**config.mk**
```make
export PLATFORM = sky130hd
export DESIGN_NAME = cmp_pulse_gen
export DESIGN_NICKNAME = d
export VERILOG_FILES = /design/src/rtl/cmp_pulse_pkg.sv /design/src/rtl/cmp_match_edge.sv /design/src/rtl/cmp_width_timer.sv /design/src/rtl/cmp_pulse_chan.sv /design/src/rtl/cmp_pulse_gen.sv
export SDC_FILE = /design/constraint.sdc
export NUM_CORES = 1
export LEC_CHECK = 0
export BUFFER_PORTS_ARGS = -buffer_cell sky130_fd_sc_hd__buf_2
export CORE_MARGIN = 5
export CORE_UTILIZATION = 45
export DETAILED_ROUTE_END_ITERATION = 7
export PLACE_DENSITY = 0.75
export SYNTH_ARGS = -nofsm -noshare
export SYNTH_HDL_FRONTEND = slang
export SYNTH_HIERARCHICAL = 1
export SYNTH_SLANG_ARGS = --single-unit
```
**constraint.sdc**
```tcl
create_clock -name clk -period 6.26 [get_ports clk]
set_input_delay 1.252 -clock clk [delete_from_list [all_inputs] [get_ports clk]]
set_output_delay 1.252 -clock clk [all_outputs]
set_load 0.02 [all_outputs]
```
**src/rtl/cmp_pulse_pkg.sv**
```systemverilog
// Package: shared constants and helpers for the compare pulse generator.
// Assumes: prescaler selections are small (3 bits) so the divider fits in
// 2^PRSC_W - 1 bits.
package cmp_pulse_pkg;

    localparam int DEF_CNT_W  = 16;
    localparam int DEF_PW_W   = 8;
    localparam int DEF_PRSC_W = 3;
    localparam int DEF_NUM_CH = 2;

    // Divider width that holds the largest terminal count for a prescaler field.
    function automatic int div_width(input int prsc_w);
        return (1 << prsc_w) - 1;
    endfunction

endpackage

```
**src/rtl/cmp_match_edge.sv**
```systemverilog
// Module: detects the rising edge of one channel's enabled equality condition.
// Assumes: cnt and cmp are stable within a cycle; reset is synchronous active-low.
module cmp_match_edge #(
    parameter int CNT_W = cmp_pulse_pkg::DEF_CNT_W
) (
    input  logic             clk,
    input  logic             rst_n,
    input  logic             en,
    input  logic [CNT_W-1:0] cnt,
    input  logic [CNT_W-1:0] cmp,
    output logic             trig
);

    logic eq_now;
    logic eq_prev;

    // Combinational equality qualified by the channel enable.
    always_comb begin
        eq_now = en && (cnt == cmp);
    end

    // Remember last cycle's condition so a held match fires once.
    always_ff @(posedge clk) begin
        if (!rst_n) begin
            eq_prev <= 1'b0;
        end else begin
            eq_prev <= eq_now;
        end
    end

    // Trigger on the first cycle of the condition only.
    always_comb begin
        trig = eq_now && !eq_prev;
    end

endmodule

```
**src/rtl/cmp_width_timer.sv**
```systemverilog
// Module: shared retriggerable width timer with a power-of-two prescaler.
// On load it captures the width and restarts the divider; it then decrements
// once per 2^prsc clocks and flags the final clock of the running interval.
// Assumes: load is only asserted with a nonzero width.
module cmp_width_timer #(
    parameter int PW_W   = cmp_pulse_pkg::DEF_PW_W,
    parameter int PRSC_W = cmp_pulse_pkg::DEF_PRSC_W
) (
    input  logic              clk,
    input  logic              rst_n,
    input  logic              load,
    input  logic [PW_W-1:0]   width,
    input  logic [PRSC_W-1:0] prsc,
    output logic              last_tick
);

    localparam int DIV_W = cmp_pulse_pkg::div_width(PRSC_W);

    logic [PW_W-1:0]  remain;
    logic [DIV_W-1:0] div_cnt;
    logic [DIV_W-1:0] div_lim;
    logic             unit_done;

    // Terminal divider count for the selected prescaler (2^prsc - 1).
    always_comb begin
        div_lim   = (DIV_W'(1) << prsc) - DIV_W'(1);
        unit_done = (div_cnt >= div_lim);
    end

    // Width countdown and divider; a load restarts both.
    always_ff @(posedge clk) begin
        if (!rst_n) begin
            remain  <= '0;
            div_cnt <= '0;
        end else if (load) begin
            remain  <= width;
            div_cnt <= '0;
        end else if (remain != '0) begin
            if (unit_done) begin
                div_cnt <= '0;
                remain  <= remain - PW_W'(1);
            end else begin
                div_cnt <= div_cnt + DIV_W'(1);
            end
        end
    end

    // Final clock of the interval: last unit and its last divider step.
    always_comb begin
        last_tick = (remain == PW_W'(1)) && unit_done;
    end

endmodule

```
**src/rtl/cmp_pulse_chan.sv**
```systemverilog
// Module: one channel's registered pulse output.
// Sets on a qualified trigger, clears when the shared timer expires or the
// channel enable is low. Assumes end_tick is already suppressed on reloads.
module cmp_pulse_chan (
    input  logic clk,
    input  logic rst_n,
    input  logic en,
    input  logic start,
    input  logic end_tick,
    output logic pulse
);

    // Output register with enable forcing, start priority over end.
    always_ff @(posedge clk) begin
        if (!rst_n) begin
            pulse <= 1'b0;
        end else if (!en) begin
            pulse <= 1'b0;
        end else if (start) begin
            pulse <= 1'b1;
        end else if (end_tick) begin
            pulse <= 1'b0;
        end
    end

endmodule

```
**src/rtl/cmp_pulse_gen.sv**
```systemverilog
// Module: top of the retriggerable compare pulse generator.
// Per channel it detects compare-match edges. One shared timer sets the
// pulse length, and any trigger reloads it and stretches running pulses.
// Assumes: the counter is driven externally and all inputs are synchronous to clk.
module cmp_pulse_gen #(
    parameter int NUM_CH = cmp_pulse_pkg::DEF_NUM_CH,
    parameter int CNT_W  = cmp_pulse_pkg::DEF_CNT_W,
    parameter int PW_W   = cmp_pulse_pkg::DEF_PW_W,
    parameter int PRSC_W = cmp_pulse_pkg::DEF_PRSC_W
) (
    input  logic                    clk,
    input  logic                    rst_n,
    input  logic [CNT_W-1:0]        cnt_val,
    input  logic [NUM_CH*CNT_W-1:0] cmp_vals,
    input  logic [NUM_CH-1:0]       ch_en,
    input  logic [PW_W-1:0]         pw_len,
    input  logic [PRSC_W-1:0]       prsc_sel,
    output logic [NUM_CH-1:0]       pulse_out
);

    logic [NUM_CH-1:0] trig;
    logic              width_nz;
    logic              load;
    logic              last_tick;
    logic              end_tick;

    // Per-channel match edge detection and output register.
    for (genvar ch = 0; ch < NUM_CH; ch++) begin : g_chan
        cmp_match_edge #(
            .CNT_W(CNT_W)
        ) u_edge (
            .clk  (clk),
            .rst_n(rst_n),
            .en   (ch_en[ch]),
            .cnt  (cnt_val),
            .cmp  (cmp_vals[ch*CNT_W +: CNT_W]),
            .trig (trig[ch])
        );

        cmp_pulse_chan u_out (
            .clk     (clk),
            .rst_n   (rst_n),
            .en      (ch_en[ch]),
            .start   (trig[ch] && width_nz),
            .end_tick(end_tick),
            .pulse   (pulse_out[ch])
        );
    end

    // Shared reload: any trigger with a nonzero width; reload cancels expiry.
    always_comb begin
        width_nz = (pw_len != '0);
        load     = (|trig) && width_nz;
        end_tick = last_tick && !load;
    end

    cmp_width_timer #(
        .PW_W  (PW_W),
        .PRSC_W(PRSC_W)
    ) u_timer (
        .clk      (clk),
        .rst_n    (rst_n),
        .load     (load),
        .width    (pw_len),
        .prsc     (prsc_sel),
        .last_tick(last_tick)
    );

endmodule

```
==> metrics.cfg <==
[synth]
ys_top_cells_by_count = dfxtp_1, xor2_1, nand2_1, o21ai_0, xnor2_1
synthesis.area_um2 = 1610
synth_area_leaders = dfxtp_1, xor2_1, ha_1, xnor2_1, o21ai_0
synthFlopType = dfxtp_1
ys_types = 46
syn_area_per_cell_um2 = 8.51
synthMostInstantiatedCell = dfxtp_1
async_reset_ff_frac = 0
yosys.area.top_type = dfxtp_1
ys_seq_area_frac = 0.237
synth_edf_count = 0
synth_fp_nets = 262
synth-seq-cells = 19
yosys_warnings = 6
synthCells = 189
netlist.area_leader.share = 0.237

[placed_design]
place_ws_ps = 2640
gp_congestion = 0.793
hpwl_um = 3240
port-buffer-count = 64

[global_route]
overflow = 0
grt.total_usage = 0.159
antenna_found_initial = 0
grt_pass1_wl_um = 6510
grt_max_degree = 17
grt_pass1_vias = 1511

[floorplan]
die_w_um = 69.8
core_area_um2 = 3390
ios = 65
start_util = 0.474
rows = 21
dieArea_um2 = 4870
die_y_um = 69.8

[timing]
final_hold_viol_count = 0
fin_crit_sh = 0.526
finalClockSkew_ps = 2.88
worst_pin_slew_ps = 688
slew_viol_final = 0
maxClockFrequency_mhz = 304
tns_ps = 0
setup_viol = 0
fin_ws_ps = 2970
slew_headroom = 0.541
min_period_ps = 3290
rsz0062_at_grt = false

[layout]
area.growth.synth_to_final_pct = 23.5
layout.nets = 327
layout-drive-gt1-share = 0.320
fin_util = 0.586
nFillCells = 307
diodes = 0

[power_and_ir_drop]
peakVddDrop_mv = 0.0478
p_leak_uw = 0.000890
p_per_area_nw_per_um2 = 121

[flow_run]
maxCapViolations = 0

[critical_path]
crit_path_start_kind = input port
crit_chain = buf_2, or3_1, ha_1, nor2b_1, o21ai_1, a41oi_2, nor4b_1, nor2b_1, nor2b_1, o211a_1
cp_common_cell = nor2b_1
worstPathRequired_ps = 6460
critPathLaunch = prsc_sel[1]
cp-end-kind = register
crit_path_max_incr_delay_ps = 390
cp.arrival_ps = 3490
crit_fanout = 15
crit_type = in -> reg
critPathSlowestCell = a41oi_2
crit-reg2reg-launch = u_timer/div_cnt[4]$_SDFFE_PP0P_

[routing]
dr.first_iter.drc_count = 69
routedWlPerCell_um = 12.7
met2_length_um = 1730
vias_per_cell = 5.35
drt-met1-wl_um = 1710
drc = 0
dr_wl_met3_um = 333
topRoutingLayerUsed = met4
final_antenna_net_count = 0
dr.pass1.iters = 4
routed-via-count = 1599
routed_wl_um = 3810

[worst_hold_path]
hold_class = reg -> reg
min_from = u_timer/div_cnt[6]$_SDFFE_PP0P_

[clocking]
cts_buffer_depth = 2
hold_buffers = 0
clk_latency_ps = 290
postCtsSetupRepairBufs = 0
cts.sinks = 19
clkTransAtPathRegs_ps = 100
cts_tree = built
clock-root-buffer = clkbuf_4
cts_resized = 0
cts-buffers-inserted = 3
htreeDepth = 1

[status]
status = complete, no violations

==> critical path: cells and delay by family <==
family | cells | cell delay [ps]
AO/OA/AOI/OAI | 3 | 770
adder cells (fa/ha/maj) | 1 | 280
buffers and inverters | 1 | 130
AND/OR/NAND/NOR | 5 | 1060
==> per-layer routing <==
metal  up-vias  GRT usage
li1        834          -
met1       699      0.201
met2        62      0.270
met3         4     0.0362
met4         0     0.0447
met5         -          0
==> layout by cell type, fill, tap and decap left out, drive strengths merged, types with 5 or more instances in the layout <==
master,count
buf,64
dfxtp,19
xor2,18
o21ai,15
nand2,13
xnor2,13
inv,12
nor2,11
ha,10
nor4,10
or3,6
a21oi,5
and4,5
a31oi,5
==> worst paths after layout <==
check	endpoint	slack, ps	cells past startpoint
max reg2reg	g_chan[0].u_out/pulse$_SDFFE_PN0P_	3850	8
min	u_timer/div_cnt[6]$_SDFFE_PP0P_	500	2
max	g_chan[0].u_out/pulse$_SDFFE_PN0P_	2970	10
min reg2reg	u_timer/div_cnt[6]$_SDFFE_PP0P_	500	2
==> cells by family (layout without fill, tap and decap cells) <==
kind of cell | count (synthesis) | count (layout) | synth area share
AND/OR/NAND/NOR | 71 | 71 | 0.280
adder cells (fa/ha/maj) | 10 | 10 | 0.0778
flip-flops | 19 | 19 | 0.237
buffers and inverters | 16 | 80 | 0.0444
XOR/XNOR | 31 | 31 | 0.169
AO/OA/AOI/OAI | 42 | 42 | 0.192
==> stage by stage <==
| step | hold slack [ps] | power [µW] | instances | cell area [µm²] |
|---|---|---|---|---|
| after global placement | 481 | 180 | 295 | 1960 |
| after global routing | 544 | 253 | 299 | 1990 |
| final | 503 | 240 | 299 | 1990 |
| after detailed placement | 487 | 181 | 295 | 1960 |
| after CTS | 503 | 244 | 299 | 1990 |
| after floorplan | 461 | 151 | 189 | 1610 |
==> flip-flops by register name, summed over array words and instances (netlist names) <==
| name | cells |
|---|---|
| u_timer/div_cnt | 7 |
| u_timer/remain | 8 |
| g_chan.u_edge/eq_prev | 2 |
| g_chan.u_out/pulse | 2 |
==> where the power goes <==
| part | internal [µW] | total (µW) | switching [µW] |
|---|---|---|---|
| registers | 121 | 121 | 0.00811 |
| clock network | 24.8 | 62.2 | 37.4 |
| logic | 29.6 | 57.0 | 27.4 |
| total | 175 | 240 | 64.8 |
==> final cells by class <==
cell class              count  area, µm²  share of cell area
multi-input cells         154       1160               0.582
inverters                  12       45.0              0.0227
clock buffers               4       26.3              0.0132
repair buffers             64        320               0.161
well taps                  46       57.6              0.0290
flip-flops and latches     19        380               0.192
(Power assumes the default switching activity.)
